File: src/rtl/rst_pkg.sv
package rst_pkg;

  typedef enum logic [1:0] {
    UPD_HOLD   = 2'd0,
    UPD_RENAME = 2'd1,
    UPD_WRITE  = 2'd2,
    UPD_FLUSH  = 2'd3
  } upd_e;

endpackage

File: src/rtl/rst_entry.sv
module rst_entry
  import rst_pkg::*;
#(
  parameter int DATA_W = 16,
  parameter int TAG_W  = 4
) (
  input  logic              clk,
  input  logic              rst_n,
  input  logic              flush,
  input  logic              ren_hit,
  input  logic [TAG_W-1:0]  new_tag,
  input  logic              bc_valid,
  input  logic [TAG_W-1:0]  bc_tag,
  input  logic [DATA_W-1:0] bc_data,
  output logic              rdy,
  output logic [TAG_W-1:0]  tag,
  output logic [DATA_W-1:0] val
);

  upd_e upd;

  // priority: flush, then rename, then a broadcast naming the current tag
  always_comb begin
    if (flush)                                 upd = UPD_FLUSH;
    else if (ren_hit)                          upd = UPD_RENAME;
    else if (bc_valid && !rdy && tag == bc_tag) upd = UPD_WRITE;
    else                                       upd = UPD_HOLD;
  end

  always_ff @(posedge clk) begin
    if (!rst_n) begin
      rdy <= 1'b1;
      tag <= '0;
      val <= '0;
    end else begin
      unique case (upd)
        UPD_FLUSH: begin
          rdy <= 1'b1;
          tag <= '0;
        end
        UPD_RENAME: begin
          rdy <= 1'b0;
          tag <= new_tag;
        end
        UPD_WRITE: begin
          rdy <= 1'b1;
          tag <= '0;
          val <= bc_data;
        end
        default: ;
      endcase
    end
  end

endmodule

File: src/rtl/rst_lookup.sv
module rst_lookup #(
  parameter int NUM_REGS = 8,
  parameter int DATA_W   = 16,
  parameter int TAG_W    = 4,
  localparam int IDX_W   = $clog2(NUM_REGS)
) (
  input  logic [IDX_W-1:0]                 src,
  input  logic [NUM_REGS-1:0]              rdy_vec,
  input  logic [NUM_REGS-1:0][TAG_W-1:0]   tag_vec,
  input  logic [NUM_REGS-1:0][DATA_W-1:0]  val_vec,
  input  logic                             bc_live,
  input  logic [TAG_W-1:0]                 bc_tag,
  input  logic [DATA_W-1:0]                bc_data,
  output logic                             ready,
  output logic [DATA_W-1:0]                value,
  output logic [TAG_W-1:0]                 tag
);

  logic hit_rdy;
  logic hit_bc;

  always_comb begin
    hit_rdy = rdy_vec[src];
    hit_bc  = !hit_rdy && bc_live && (tag_vec[src] == bc_tag);
    ready   = hit_rdy || hit_bc;
    if (hit_rdy)     value = val_vec[src];
    else if (hit_bc) value = bc_data;
    else             value = '0;
    tag = ready ? '0 : tag_vec[src];
  end

endmodule

File: src/rtl/rst_table.sv
module rst_table #(
  parameter int NUM_REGS = 8,
  parameter int DATA_W   = 16,
  parameter int TAG_W    = 4,
  localparam int IDX_W   = $clog2(NUM_REGS)
) (
  input  logic              clk,
  input  logic              rst_n,
  input  logic              flush,
  input  logic              disp_valid,
  output logic              disp_ready,
  input  logic [IDX_W-1:0]  disp_src1,
  input  logic [IDX_W-1:0]  disp_src2,
  input  logic              disp_dst_we,
  input  logic [IDX_W-1:0]  disp_dst,
  input  logic [TAG_W-1:0]  disp_tag,
  input  logic              bc_valid,
  input  logic [TAG_W-1:0]  bc_tag,
  input  logic [DATA_W-1:0] bc_data,
  output logic              src1_ready,
  output logic [DATA_W-1:0] src1_value,
  output logic [TAG_W-1:0]  src1_tag,
  output logic              src2_ready,
  output logic [DATA_W-1:0] src2_value,
  output logic [TAG_W-1:0]  src2_tag
);

  logic                            fire;
  logic                            bc_live;
  logic [NUM_REGS-1:0]             rdy_vec;
  logic [NUM_REGS-1:0][TAG_W-1:0]  tag_vec;
  logic [NUM_REGS-1:0][DATA_W-1:0] val_vec;

  assign disp_ready = !flush;
  assign fire       = disp_valid && disp_ready && disp_dst_we;
  assign bc_live    = bc_valid && !flush;

  for (genvar g = 0; g < NUM_REGS; g++) begin : g_reg
    logic ren_hit;
    assign ren_hit = fire && (disp_dst == IDX_W'(g));

    rst_entry #(.DATA_W(DATA_W), .TAG_W(TAG_W)) u_entry (
      .clk      (clk),
      .rst_n    (rst_n),
      .flush    (flush),
      .ren_hit  (ren_hit),
      .new_tag  (disp_tag),
      .bc_valid (bc_valid),
      .bc_tag   (bc_tag),
      .bc_data  (bc_data),
      .rdy      (rdy_vec[g]),
      .tag      (tag_vec[g]),
      .val      (val_vec[g])
    );
  end

  rst_lookup #(.NUM_REGS(NUM_REGS), .DATA_W(DATA_W), .TAG_W(TAG_W)) u_look1 (
    .src     (disp_src1),
    .rdy_vec (rdy_vec),
    .tag_vec (tag_vec),
    .val_vec (val_vec),
    .bc_live (bc_live),
    .bc_tag  (bc_tag),
    .bc_data (bc_data),
    .ready   (src1_ready),
    .value   (src1_value),
    .tag     (src1_tag)
  );

  rst_lookup #(.NUM_REGS(NUM_REGS), .DATA_W(DATA_W), .TAG_W(TAG_W)) u_look2 (
    .src     (disp_src2),
    .rdy_vec (rdy_vec),
    .tag_vec (tag_vec),
    .val_vec (val_vec),
    .bc_live (bc_live),
    .bc_tag  (bc_tag),
    .bc_data (bc_data),
    .ready   (src2_ready),
    .value   (src2_value),
    .tag     (src2_tag)
  );

endmodule

File: config.mk
export PLATFORM = sky130hd
export DESIGN_NAME = rst_table
export DESIGN_NICKNAME = d
export VERILOG_FILES = /design/src/rtl/rst_pkg.sv /design/src/rtl/rst_entry.sv /design/src/rtl/rst_lookup.sv /design/src/rtl/rst_table.sv
export SDC_FILE = /design/constraint.sdc
export NUM_CORES = 1
export LEC_CHECK = 0
export BUFFER_PORTS_ARGS = -buffer_cell sky130_fd_sc_hd__buf_2
export CAP_MARGIN = 20
export CORE_AREA = 2 2 172 174
export DETAILED_ROUTE_END_ITERATION = 16
export DIE_AREA = 0 0 174 176
export PLACE_DENSITY_LB_ADDON = 0.08
export SYNTH_ARGS = -nofsm -noshare
export SYNTH_HDL_FRONTEND = slang
export SYNTH_SLANG_ARGS = --single-unit
File: constraint.sdc
create_clock -name clk -period 2.9 [get_ports clk]
set_input_delay 0.435 -clock clk [delete_from_list [all_inputs] [get_ports clk]]
set_output_delay 0.435 -clock clk [all_outputs]
set_load 0.005 [all_outputs]
Word level (Yosys, flattened, before mapping)
Cells that the tools add are included.
{ "totals": {"reg_bits": 168, "latch_bits": 0, "ramBits": 0, "romBits": 0, "input_bits": 39, "output_inout_bits": 43, "elab_cells": 186, "mem_count": 0} }
{ "classes": {"addsub": 0, "n_mul": 0, "div": 0, "n_lt_le_gt_ge": 2, "eq_ne": 41, "shift": 0, "muxes": 58, "bitwise_logic": 0, "reduce_logical": 61} }
{ "op_table": {"columns": ["operator", "count"], "rows": [
  ["$bmux 16 s3", 2],
  ["$mux 16", 6],
  ["$pmux 4 s2", 8],
  ["$mux 2", 24],
  ["$eq 4x4->1", 10],
  ["$eq 2x2->1 const B", 16],
  ["$logic_and 1x1->1", 31],
  ["$bmux 4 s3", 2],
  ["$eq 2x1->1 const B", 8],
  ["$mux 4", 4],
  ["$pmux 1 s2", 8],
  ["$reduce_bool 2->1", 8],
  ["$reduce_or 2->1", 8],
  ["$eq 3x3->1 const B", 4],
  ["$logic_not 1->1", 11],
  ["$lt 3x4->1 const B", 2],
  ["$bmux 1 s3", 2],
  ["$eq 3x2->1 const B", 2],
  ["$eq 3x1->1 const B", 1],
  ["$logic_not 3->1", 1],
  ["$logic_or 1x1->1", 2],
  ["$mux 1", 2]
]} }

Depth between registers and ports, before layout
Gate-level depths: netlist of run 1.
{ "depth": {"depth_word": 9, "depth_mapped": 9, "ltp_nobuf": 6} }

By module
From an unflattened synthesis of run 1, not the netlist that was laid out.
{ "unflattened": {"cells_unflattened": 1102, "hier_area_um2": 11071.9} }
{ "by_module_without_submodules": {"columns": ["mod", "instances", "cells_per_inst", "area_each_um2", "seq_area_each_um2"], "rows": [
  ["rst_entry", 8, 102, 983.4, 420.4],
  ["rst_lookup", 2, 135, 1555.2, 0.0],
  ["rst_table", 1, 16, 93.8, 0.0]
]} }

Worst setup path after synthesis of run 1
No wires, ideal clock.
{ "synth_path": {"path_type": "input port to output port", "from": "input port disp_src1[2]", "to": "output port src1_value[10]", "arrival_time_ns": 2.114, "t_required_ns": 2.465, "slack_ns": 0.351, "path_stages": 9, "path_buffers": 3, "path_cell_list": "buf_2 buf_2 mux4_2 mux2i_1 xor2_1 nand4_2 nor2_4 buf_6 o2bb2ai_1"} }
{ "synth_via": {"elab_chain_cells": 7, "elab_cells_between_ends": 12, "cone_classes": "eq/ne: 1; mux: 8; reduce/logical: 3"} }
{ "synth_rtl": {"columns": ["item", "line", "text"], "rows": [
  ["start, declared", "rst_table.sv:12", "input logic [IDX_W-1:0] disp_src1,"],
  ["branches (longest 6 deep; another with $mux 16)", null, null],
  ["$mux 16 *", "rst_lookup.sv:26", "if (hit_rdy) value = val_vec[src];"],
  ["end, declared", "rst_table.sv:21", "output logic [DATA_W-1:0] src1_value,"]
]} }
Mark *: on every way between the ends. The select of a mux whose other input is x is not followed.

Final worst setup path of run 1
{ "layout_path": {"from": "register g_reg[5].u_entry.tag[1]", "to": "output port src1_value[3]"} }
{ "layout_via": {"elab_chain_cells": 6} }
{ "layout_rtl": {"columns": ["item", "line", "text"], "rows": [
  ["start, declared", "rst_entry.sv:16", "output logic [TAG_W-1:0] tag,"],
  ["start signal, assigned", "rst_entry.sv:43", "tag <= new_tag;"],
  ["$bmux 4 s3", "rst_lookup.sv:24", "hit_bc = !hit_rdy && bc_live && (tag_vec[src] == bc_tag);"],
  ["$mux 4 (implied by the code)", "rst_lookup.sv:24", null],
  ["$eq 4x4->1", "rst_lookup.sv:24", null],
  ["$logic_and 1x1->1", "rst_lookup.sv:24", null],
  ["$mux 16", "rst_lookup.sv:27", "else if (hit_bc) value = bc_data;"],
  ["$mux 16", "rst_lookup.sv:26", null]
]} }
Every way passes these cells. The select of a mux whose other input is x is not followed.

==> qor.txt, run 1 <==
outcome: finished, violations left
failing checks: negative setup slack
Setup TNS: -1120 ps
Core Footprint: 28500 um2
CP Buf/Inv Count: 3
syn_nets: 956
layout cells sized above 1: 34.2%
synthesis-to-finish area growth: 21.5%
Hold Violations, Final: 0
P_leak: 0.00516 uW
slowest stage delay, CP: 510 ps
Worst slew margin: 46.7%
Global Route Usage Sum: 20.9%
Synth Instances: 917
DR WL/cell: 22.2 um
post-route setup slack: -67.7 ps
async set or reset register ratio after synthesis: 0%
via count: 7514
largest net degree at the start of global routing: 63
synthesized area per cell: 10.9 um2
CTS Buf Count: 17
first-pass GRT wire length: 48000 um
Achievable Freq: 337 MHz
clk buf depth: 2
crit end category: output port
worst-path cell chain: mux4_2 -> mux2i_4 -> xor2_2 -> nand4_2 -> nor2_4 -> buf_12 -> buf_12 -> o2bb2ai_2 -> buf_2
std cell rows: 62
max_cap viols: 0
drt pass-1 iters: 5
Routed Antenna Nets: 0
RSZ-0062 raised after global routing: true
Slew @ Worst Pin: 798 ps
fin. max-slew vios: 0
Setup Skew: 13.4 ps
Die Ht: 176 um
post-synth cell types: 48
crit path max fanout: 6
CTS H-Tree Depth: 4
Placement Setup Slack: -112 ps
TritonCTS clock tree: yes
CP top delay family: multiplexers
Overflow after GRT: 0
clk_lat worst skew: 440 ps
post-synthesis sequential area ratio: 33.7%
fin crit period: 2970 ps
initial antenna violation count: 0
WP data required: 2470 ps
Tot Pwr: 5050 uW
Filler cells: 2839
nets: 1056
WL final: 31400 um
top_reg_cell synth: dfxtp_1
vias in the first global route: 7465
Mapped Area: 9980 um2
area post-placement: 11100 um2
# hold bufs at CTS: 0
number of I/O port buffers: 81
Post-synth EDFFs: 0
initial core utilization: 35.0%
boundary pin count: 82
CTS Root Cell: clkbuf_16
most used cell, CP: buf_12
WP data arrival: 2530 ps
final cycle utilization of the critical path: 102%
Worst setup SP type: flop
routed vias/inst: 5.32
final setup vio count: 29
Antenna Cells: 0
Iter 0 DRT Violations: 498
critical path class: flop to output port
Syn. warnings: 0
Max rail drop VDD: 0.344 mV
# clock sinks: 168
post-DP HPWL: 21000 um
Worst Hold Class: input pin to flop
Yosys reg bits: 168
routability cong.: 0.818
CP max stage cell: mux4_2
drc violations: 0
final instance area: 12100 um2
Die X: 174 um
power density over the cells: 417 nW/um2
DIE AREA: 30600 um2
clk slew on worst S/H paths: 70 ps
cell usage in the layout (no fill, tap or decap), drive strengths merged, types with 5 or more instances in the layout:
| cell type | Yosys | layout |
|---|---|---|
| nor3 | 15 | 15 |
| mux2i | 180 | 180 |
| a22oi | 35 | 35 |
| clkbuf | 46 | 19 |
| inv | 8 | 13 |
| nand2 | 15 | 15 |
| mux4 | 77 | 77 |
| nand3 | 23 | 23 |
| nor2b | 169 | 169 |
| clkinvlp | 0 | 5 |
| o22ai | 14 | 14 |
| nor4b | 5 | 5 |
| xor2 | 9 | 9 |
| nand2b | 9 | 9 |
| dfxtp | 168 | 168 |
| xnor2 | 19 | 19 |
| buf | 42 | 168 |
| o21ai | 13 | 13 |
| o2bb2ai | 16 | 16 |
| nor2 | 28 | 28 |
cell usage after synthesis, types with 2 or more instances:
master / count / area share (%)
mux4_2: 75 / 17
clkbuf_1: 45 / 1.7
nor2_1: 27 / 1.0
xor2_1: 9 / 0.79
a22o_1: 3 / 0.26
mux2_2: 2 / 0.23
buf_6: 2 / 0.23
inv_1: 7 / 0.26
nand3_1: 23 / 1.2
dfxtp_1: 168 / 34
o211a_1: 2 / 0.20
nand4b_1: 4 / 0.35
nand2_1: 15 / 0.56
buf_2: 29 / 1.5
a22oi_1: 35 / 2.6
buf_4: 6 / 0.45
xnor2_1: 18 / 1.6
nor3_2: 3 / 0.30
mux2i_1: 179 / 18
o221ai_1: 4 / 0.35
nor4b_2: 4 / 0.60
buf_1: 4 / 0.15
nor2b_1: 169 / 11
nor3_1: 12 / 0.60
o21ai_0: 12 / 0.60
o22ai_1: 14 / 0.88
o2bb2ai_1: 15 / 1.3
nand2b_1: 9 / 0.56
mux4_1: 2 / 0.53
o31a_1: 2 / 0.18
worst min-delay path: stages:
cell and delay [ps]:
buf_2 160, mux2i_1 130, nor2b_1 50
state kept, by name, summed over array words and instances, names as in the netlist:
name           cells
g.u_entry.tag     32
g.u_entry.val    128
g.u_entry.rdy      8
metal layers:
layer	vias up	global-route usage [%]	wire, um
li1	3563	-	-
met3	20	2.76	975
met5	-	0	0
met4	0	5.11	344
met2	135	33.9	14800
met1	3796	29.4	15400
what timing repair did:
| action | 4_1_cts | 5_1_grt |
|---|---|---|
| gates resized for setup | 47 | 34 |
| buffers inserted | 12 | 5 |
| pin swaps | 2 | 18 |
| endpoints found under the setup margin | 38 | 42 |
| gates cloned | 1 | 0 |
stage by stage:
stage | utilization (%) | hold slack (ps) | std cells
global route | 42.5 | 402 | 1413
floorplan | - | 495 | 917
finish | 42.5 | 393 | 1413
CTS | 41.7 | 384 | 1409
global placement | 38.8 | 513 | 1365
detailed placement | 38.8 | 528 | 1365
layout make-up:
| type | count | area, um2 | share of cell area [%] |
|---|---|---|---|
| clock inverter | 13 | 139 | 1.14 |
| multi-input combinational | 653 | 6460 | 53.2 |
| sequential | 168 | 3400 | 28.1 |
| clock buffer | 18 | 429 | 3.54 |
| timing repair buffer | 169 | 1190 | 9.80 |
| inverter | 8 | 30.0 | 0.248 |
| tap | 384 | 480 | 3.96 |
logic make-up after synthesis:
kind of cell              count (synthesis)  share of synthesized area (%)
and+or+nand+nor                         276                           16.8
buffers and inverters                    96                           4.52
xor gates and xnor gates                 28                           2.53
AOI/OAI and AO/OA                        89                           6.62
muxes                                   260                           35.9
DFF                                     168                           33.7
worst paths after layout:
check	end	slack [ps]	cells past startpoint	from
worst max-delay path	src1_value[3]	-70	9	g_reg[5].u_entry.tag[1]
worst min-delay path	g_reg[3].u_entry.val[7]	390	3	bc_data[7]
worst min register to register	g_reg[2].u_entry.val[14]	540	2	g_reg[2].u_entry.val[14]
worst max register to register	g_reg[2].u_entry.val[13]	1040	8	g_reg[2].u_entry.tag[1]
where the power goes:
group	switching (uW)	total (uW)	internal, uW
Sequential	2.57	2300	2300
Clock	1060	2260	1200
Combinational	286	486	200
Total	1350	5050	3700
Note: power is estimated with default switching activity, not from simulation.
==> run 2, diff against run 1 <==
--- a/config.mk
+++ b/config.mk
@@ -9,5 +9,5 @@
 export CAP_MARGIN = 20
-export CORE_AREA = 2 2 172 174
+export CORE_AREA = 2 2 181 183
 export DETAILED_ROUTE_END_ITERATION = 16
-export DIE_AREA = 0 0 174 176
+export DIE_AREA = 0 0 183 185
 export PLACE_DENSITY_LB_ADDON = 0.08
@@ -15,2 +15,3 @@
 export SYNTH_HDL_FRONTEND = slang
+export SYNTH_HIERARCHICAL = 1
 export SYNTH_SLANG_ARGS = --single-unit
==> constraint.sdc (replaced) <==
create_clock -name clk -period 3.53 [get_ports clk]
set_input_delay 0.5295 -clock clk [delete_from_list [all_inputs] [get_ports clk]]
set_output_delay 0.5295 -clock clk [all_outputs]
set_load 0.1 [all_outputs]
==> run 2 against run 1 <==
  * The flow now finishes without violations
  * Flip-flop and latch count did not move
  * Synthesized area rose by 11%
  * Count of clock-buffer cells in the layout fell by 1
  * Final area rose by 2.7%
  * Clock power fell by 13%
  * Hold slack improved by 82 ps
  * Synthesized cell count rose by 20%
  * Combinational power barely moved
  * Routed wire length rose by 38%
  * Critical endpoint is now src1_tag[3]
  * Largest power group is now clock
  * Highest routed layer unchanged
==> qor.txt, run 2 <==
Top Registers: g.u_entry/val: 128 flops, g.u_entry/tag: 32 flops, g.u_entry/rdy: 8 flops
max reg flops: 128
async set or reset register ratio after synthesis: 0%
syn_nets: 1141
Post-CTS Setup Bufs: 0
Compound-Gate Fraction of Synth Area: 18.3%
final setup vio count: 0
commonest non-fill, non-tap cell in the layout: dfxtp_1
Net Switching: 1310 uW
Die Ht: 185 um
XOR/XNOR Fraction of Synth Area: 3.16%
largest family of logic cells by synthesized area: multiplexers
clk_lat worst skew: 450 ps
post-DP HPWL: 29100 um
boundary pin count: 82
Placed Cells: 1498
clk buf depth: 2
Syn. warnings: 6
Hold Violations, Final: 0
max_cap viols: 0
post-synth cell types: 37
top_reg_cell synth: dfxtp_1
Global Route Usage Sum: 26.0%
combinational share of power: 11.2%
most frequent cell after synthesis: dfxtp_1
Pint: 3030 uW
most frequent cells in the layout: 168 x dfxtp_1, 130 x nand4_1, 128 x o31ai_1, 128 x a21oi_1, 96 x mux2i_1
Slew @ Worst Pin: 874 ps
top-area cell type share of the netlist area: 30.4%
Worst setup SP type: flop
CTS Buf Count: 17
Antenna Cells: 0
initial antenna violation count: 0
post-synthesis sequential area ratio: 30.4%
Worst Hold Class: input pin to flop
synthesis-to-finish area growth: 12.5%
Yosys reg bits: 168
Switching Share: 30.1%
CTS Root Cell: clkbuf_16
DIE AREA: 33900 um2
std cell rows: 66
register share of total power: 43.7%
fin crit period: 3370 ps
post_cts resized: 0
Post-synth EDFFs: 0
Routed Antenna Nets: 0
drc violations: 0
vias in the first global route: 9593
outcome: completed
DR WL/cell: 28.4 um
simple-gate share of the synthesized area: 14.7%
P_leak: 0.00399 uW
TritonCTS clock tree: yes
Achievable Freq: 296 MHz
WP data arrival: 2850 ps
Synth area leader: dfxtp_1
largest cells by area after synthesis: dfxtp_1 30%, mux4_2 14%, mux2i_1 8.9%
nets: 1148
multiplexer area fraction after synthesis: 23.1%
crit path max fanout: 21
routed vias/inst: 6.35
largest net degree at the start of global routing: 60
# hold bufs at CTS: 0
clk slew on worst S/H paths: 80 ps
Worst slew margin: 41.7%
Synth Instances: 1102
Tot Pwr: 4340 uW
Overflow after GRT: 0
layout cells sized above 1: 23.8%
number of I/O port buffers: 81
routability cong.: 0.866
fin. max-slew vios: 0
# clock sinks: 168
critical path class: flop to output port
Synth Area in Adders: 0%
via count: 9718
Iter 0 DRT Violations: 1040
RSZ-0062 raised after global routing: false
Layout Cells excl Fill: 1530
first-pass GRT wire length: 64900 um
Core Footprint: 32000 um2
synthesized area per cell: 10.0 um2
WP data required: 3000 ps
final cycle utilization of the critical path: 95.6%
Max rail drop VDD: 0.327 mV
Setup Skew: 18.9 ps
crit end category: output port
drt pass-1 iters: 5
Post-synth top cells: 168 x dfxtp_1, 130 x nand4_1, 128 x a21oi_1, 128 x o31ai_1, 98 x mux2i_1
Top reg by flops: g.u_entry/val
Die X: 183 um
initial core utilization: 34.6%
WL final: 43500 um
clock share of power: 45.0%
CTS H-Tree Depth: 4
power density over the cells: 348 nW/um2
Mapped Area: 11100 um2
[run 2: changes by cell type after synthesis, moves of 25 or more]
cell / delta
a22oi_1: -31
nor2b_1: -165
buf_6: +40
nor2_1: +25
mux2i_1: -81
a21oi_1: +128
nand4_1: +129
o31ai_1: +128
[run 2: worst max-delay path, stage by stage, from the launching register on]
cell and delay (ps):
dfxtp_1 450, mux2i_1 130, mux4_2 500, xor2_1 170, and3_1 180, and4_4 310
nor3b_4 210, buf_2 450
[run 2: power by group through the flow]
stage / clock network, uW / logic [uW] / registers (uW)
2_1_floorplan: 0 / 308 / 1940
3_3_place_gp: 0 / 481 / 1940
3_5_place_dp: 0 / 482 / 1940
4_1_cts: 2000 / 483 / 1900
5_1_grt: 2070 / 510 / 1900
6_report: 1960 / 488 / 1900
[run 2: kinds of logic (layout without fill, tap and decap cells)]
kind of cell	count (synthesis)	in the layout
buf+inv	149	169
mux	168	168
compound gates	308	308
xor+xnor	40	40
flops	168	168
simple gates	269	269
[run 2: metal layers]
metal  vias up  routed length [um]  track usage, %
met5         -                   0               0
met4         0                1390            9.95
met3        68                2380            3.78
met2       422               20400            42.3
met1      4885               19400            35.0
li1       4343                   -               -
[run 2: area by class of cell]
type	count	area [um2]
clock buffer	17	425
clock inverter	15	178
fill	3172	19600
inverter	25	93.8
multi-input combinational	785	6710
sequential	168	3360
tap	408	510
timing repair buffer	112	1180
[run 2: per-stage QoR]
| stage | hold WS (ps) | instance area (um2) | TNS (ps) | setup WS (ps) | util (%) |
|---|---|---|---|---|---|
| 5_1_grt | 467 | 12500 | 0 | 24.5 | 38.9 |
| 6_report | 475 | 12500 | 0 | 155 | 38.9 |
| 3_3_place_gp | 461 | 11900 | 0 | 248 | 37.0 |
| 2_1_floorplan | 451 | 11200 | -2560 | -196 | - |
| 4_1_cts | 449 | 12500 | 0 | 112 | 38.9 |
| 3_5_place_dp | 471 | 11900 | 0 | 271 | 37.0 |
[run 2: final timing paths]
path / startpoint / cells after the start / slack, ps / to
setup / recovery: g_reg[6].u_entry/tag[1] / 7 / 160 / src1_tag[3]
hold / removal: bc_data[11] / 3 / 480 / g_reg[2].u_entry/val[11]
setup reg to reg: g_reg[1].u_entry/tag[1] / 4 / 1440 / g_reg[1].u_entry/tag[3]
hold reg to reg: g_reg[7].u_entry/val[11] / 2 / 480 / g_reg[7].u_entry/val[11]
==> run 3, diff against run 2 <==
clock period = 3.5 ns   (was 3.53 ns; I/O delays follow)
==> run 3 against run 2 <==
  * Utilization is essentially flat
  * Flip-flop and latch count did not move
  * Cell count unchanged
  * Total power is 0.51% higher
  * First-iteration DRC count fell by 6.8%
  * Routed wire length rose by 0.94%
  * Sequential share of layout area barely moved
  * Combinational power rose by 2%
  * Register-to-register slack better by 50 ps
  * Die area did not move
  * Largest cell class unchanged
  * Non-clock buffer count rose by 1
  * Critical path depth did not move
==> qor.txt, run 3 (synthesis gave the netlist of run 2 again) <==
outcome: completed
Setup Skew: 17.5 ps
clk slew on worst S/H paths: 70 ps
CP top delay family: simple AND/OR/NAND/NOR gates
final cycle utilization of the critical path: 96.2%
WP data arrival: 2840 ps
Max rail drop VDD: 0.327 mV
# hold bufs at CTS: 0
Top reg by flops: g.u_entry/val
largest net degree at the start of global routing: 58
std cell rows: 66
crit end category: output port
Tot Pwr: 4360 uW
Global Route Usage Sum: 26.1%
Core Footprint: 32000 um2
power density over the cells: 350 nW/um2
DR WL/cell: 28.7 um
clk_lat worst skew: 440 ps
CP Buf/Inv Count: 1
number of I/O port buffers: 81
Top Registers: g.u_entry/val: 128 flops, g.u_entry/tag: 32 flops, g.u_entry/rdy: 8 flops
drt pass-1 iters: 5
DIE AREA: 33900 um2
Post-CTS Setup Bufs: 0
TritonCTS clock tree: yes
first-pass GRT wire length: 64900 um
crit path max fanout: 21
Die X: 183 um
layout cells sized above 1: 23.6%
critical path class: flop to output port
synthesis-to-finish area growth: 12.6%
clk buf depth: 2
CP max stage cell: mux4_2
Slew @ Worst Pin: 915 ps
fin crit period: 3370 ps
RSZ-0062 raised after global routing: false
hold depth: 2
Filler cells: 3206
WP data required: 2970 ps
post_cts resized: 0
Hold Violations, Final: 0
post-route setup slack: 132 ps
WL final: 43900 um
nets: 1149
most frequent cells in the layout: 168 x dfxtp_1, 130 x nand4_1, 128 x o31ai_1, 128 x a21oi_1, 96 x mux2i_1
Worst slew margin: 39.0%
routed vias/inst: 6.33
initial antenna violation count: 0
critical path depth in cells: 7
via count: 9678
Achievable Freq: 297 MHz
Die Ht: 185 um
max reg flops: 128
fin. max-slew vios: 0
slowest stage delay, CP: 520 ps
Worst setup SP type: flop
max_cap viols: 0
commonest non-fill, non-tap cell in the layout: dfxtp_1
drc violations: 0
Placement Setup Slack: 262 ps
worst-path cell chain: mux2i_1 -> mux4_2 -> xor2_1 -> and3_1 -> and4_4 -> a21o_1 -> buf_12
initial core utilization: 34.6%
Worst Hold Class: flop to flop
boundary pin count: 82
# clock sinks: 168
CTS Root Cell: clkbuf_16
Iter 0 DRT Violations: 969
final setup vio count: 0
Antenna Cells: 0
routability cong.: 0.832
Finished Core Util: 38.9%
CTS H-Tree Depth: 4
post-DP HPWL: 29200 um
Routed Antenna Nets: 0
R2R depth: 4
Overflow after GRT: 0
CTS Buf Count: 17
vias in the first global route: 9550
P_leak: 0.00397 uW
run 3: cell count changes in the layout (fill, tap and decap cells not counted):
cell and delta:
clkbuf_1 +2, clkinv_2 -1, inv_6 -1, inv_8 -2, buf_2 -1, clkinv_4 -2
clkinvlp_4 +5, clkinv_8 -3, bufinv_16 +1, buf_12 +2
run 3: power breakdown:
part           internal, uW  switching [uW]
logic                   128             368
registers              1910            2.34
clock network          1060             891
run 3: worst register-to-register path: stages, from the launching register on:
cell      delay (ps)
dfxtp_1          370
xnor2_1          320
nand3_2          480
o211ai_1         630
nor2_1            90
run 3: per-layer routing:
metal | vias to the layer above | global-route usage (%) | share of wire, %
met1 | 4877 | 35.2 | 44
met5 | - | 0 | 0
met4 | 0 | 7.30 | 2.1
met3 | 45 | 3.26 | 5.6
li1 | 4342 | - | -
met2 | 414 | 43.9 | 49
run 3: cell type report:
class,count,area (um2),area share [%]
inverters,25,93.8,0.753
clock inverters,12,143,1.14
flip-flops and latches,168,3360,27.0
multi-input cells,785,6710,53.8
repair buffers,113,1210,9.71
clock buffers,19,433,3.47
well taps,408,510,4.09
run 3: through the flow:
stage	area [um2]	TNS (ps)	cells	hold slack [ps]
4_1_cts	12500	0	1530	478
6_report	12500	0	1530	481
5_1_grt	12500	0	1530	494
3_3_place_gp	11900	0	1499	463
2_1_floorplan	11200	-2850	1102	451
3_5_place_dp	11900	0	1499	470
run 3: final timing paths:
check	startpoint	endpoint	slack, ps
worst max-delay path	g_reg[5].u_entry/tag[1]	src1_value[8]	130
worst min-delay path	g_reg[3].u_entry/val[6]	g_reg[3].u_entry/val[6]	480
worst max register to register	g_reg[4].u_entry/tag[1]	g_reg[4].u_entry/tag[0]	1490
worst min register to register	g_reg[3].u_entry/val[6]	g_reg[3].u_entry/val[6]	480
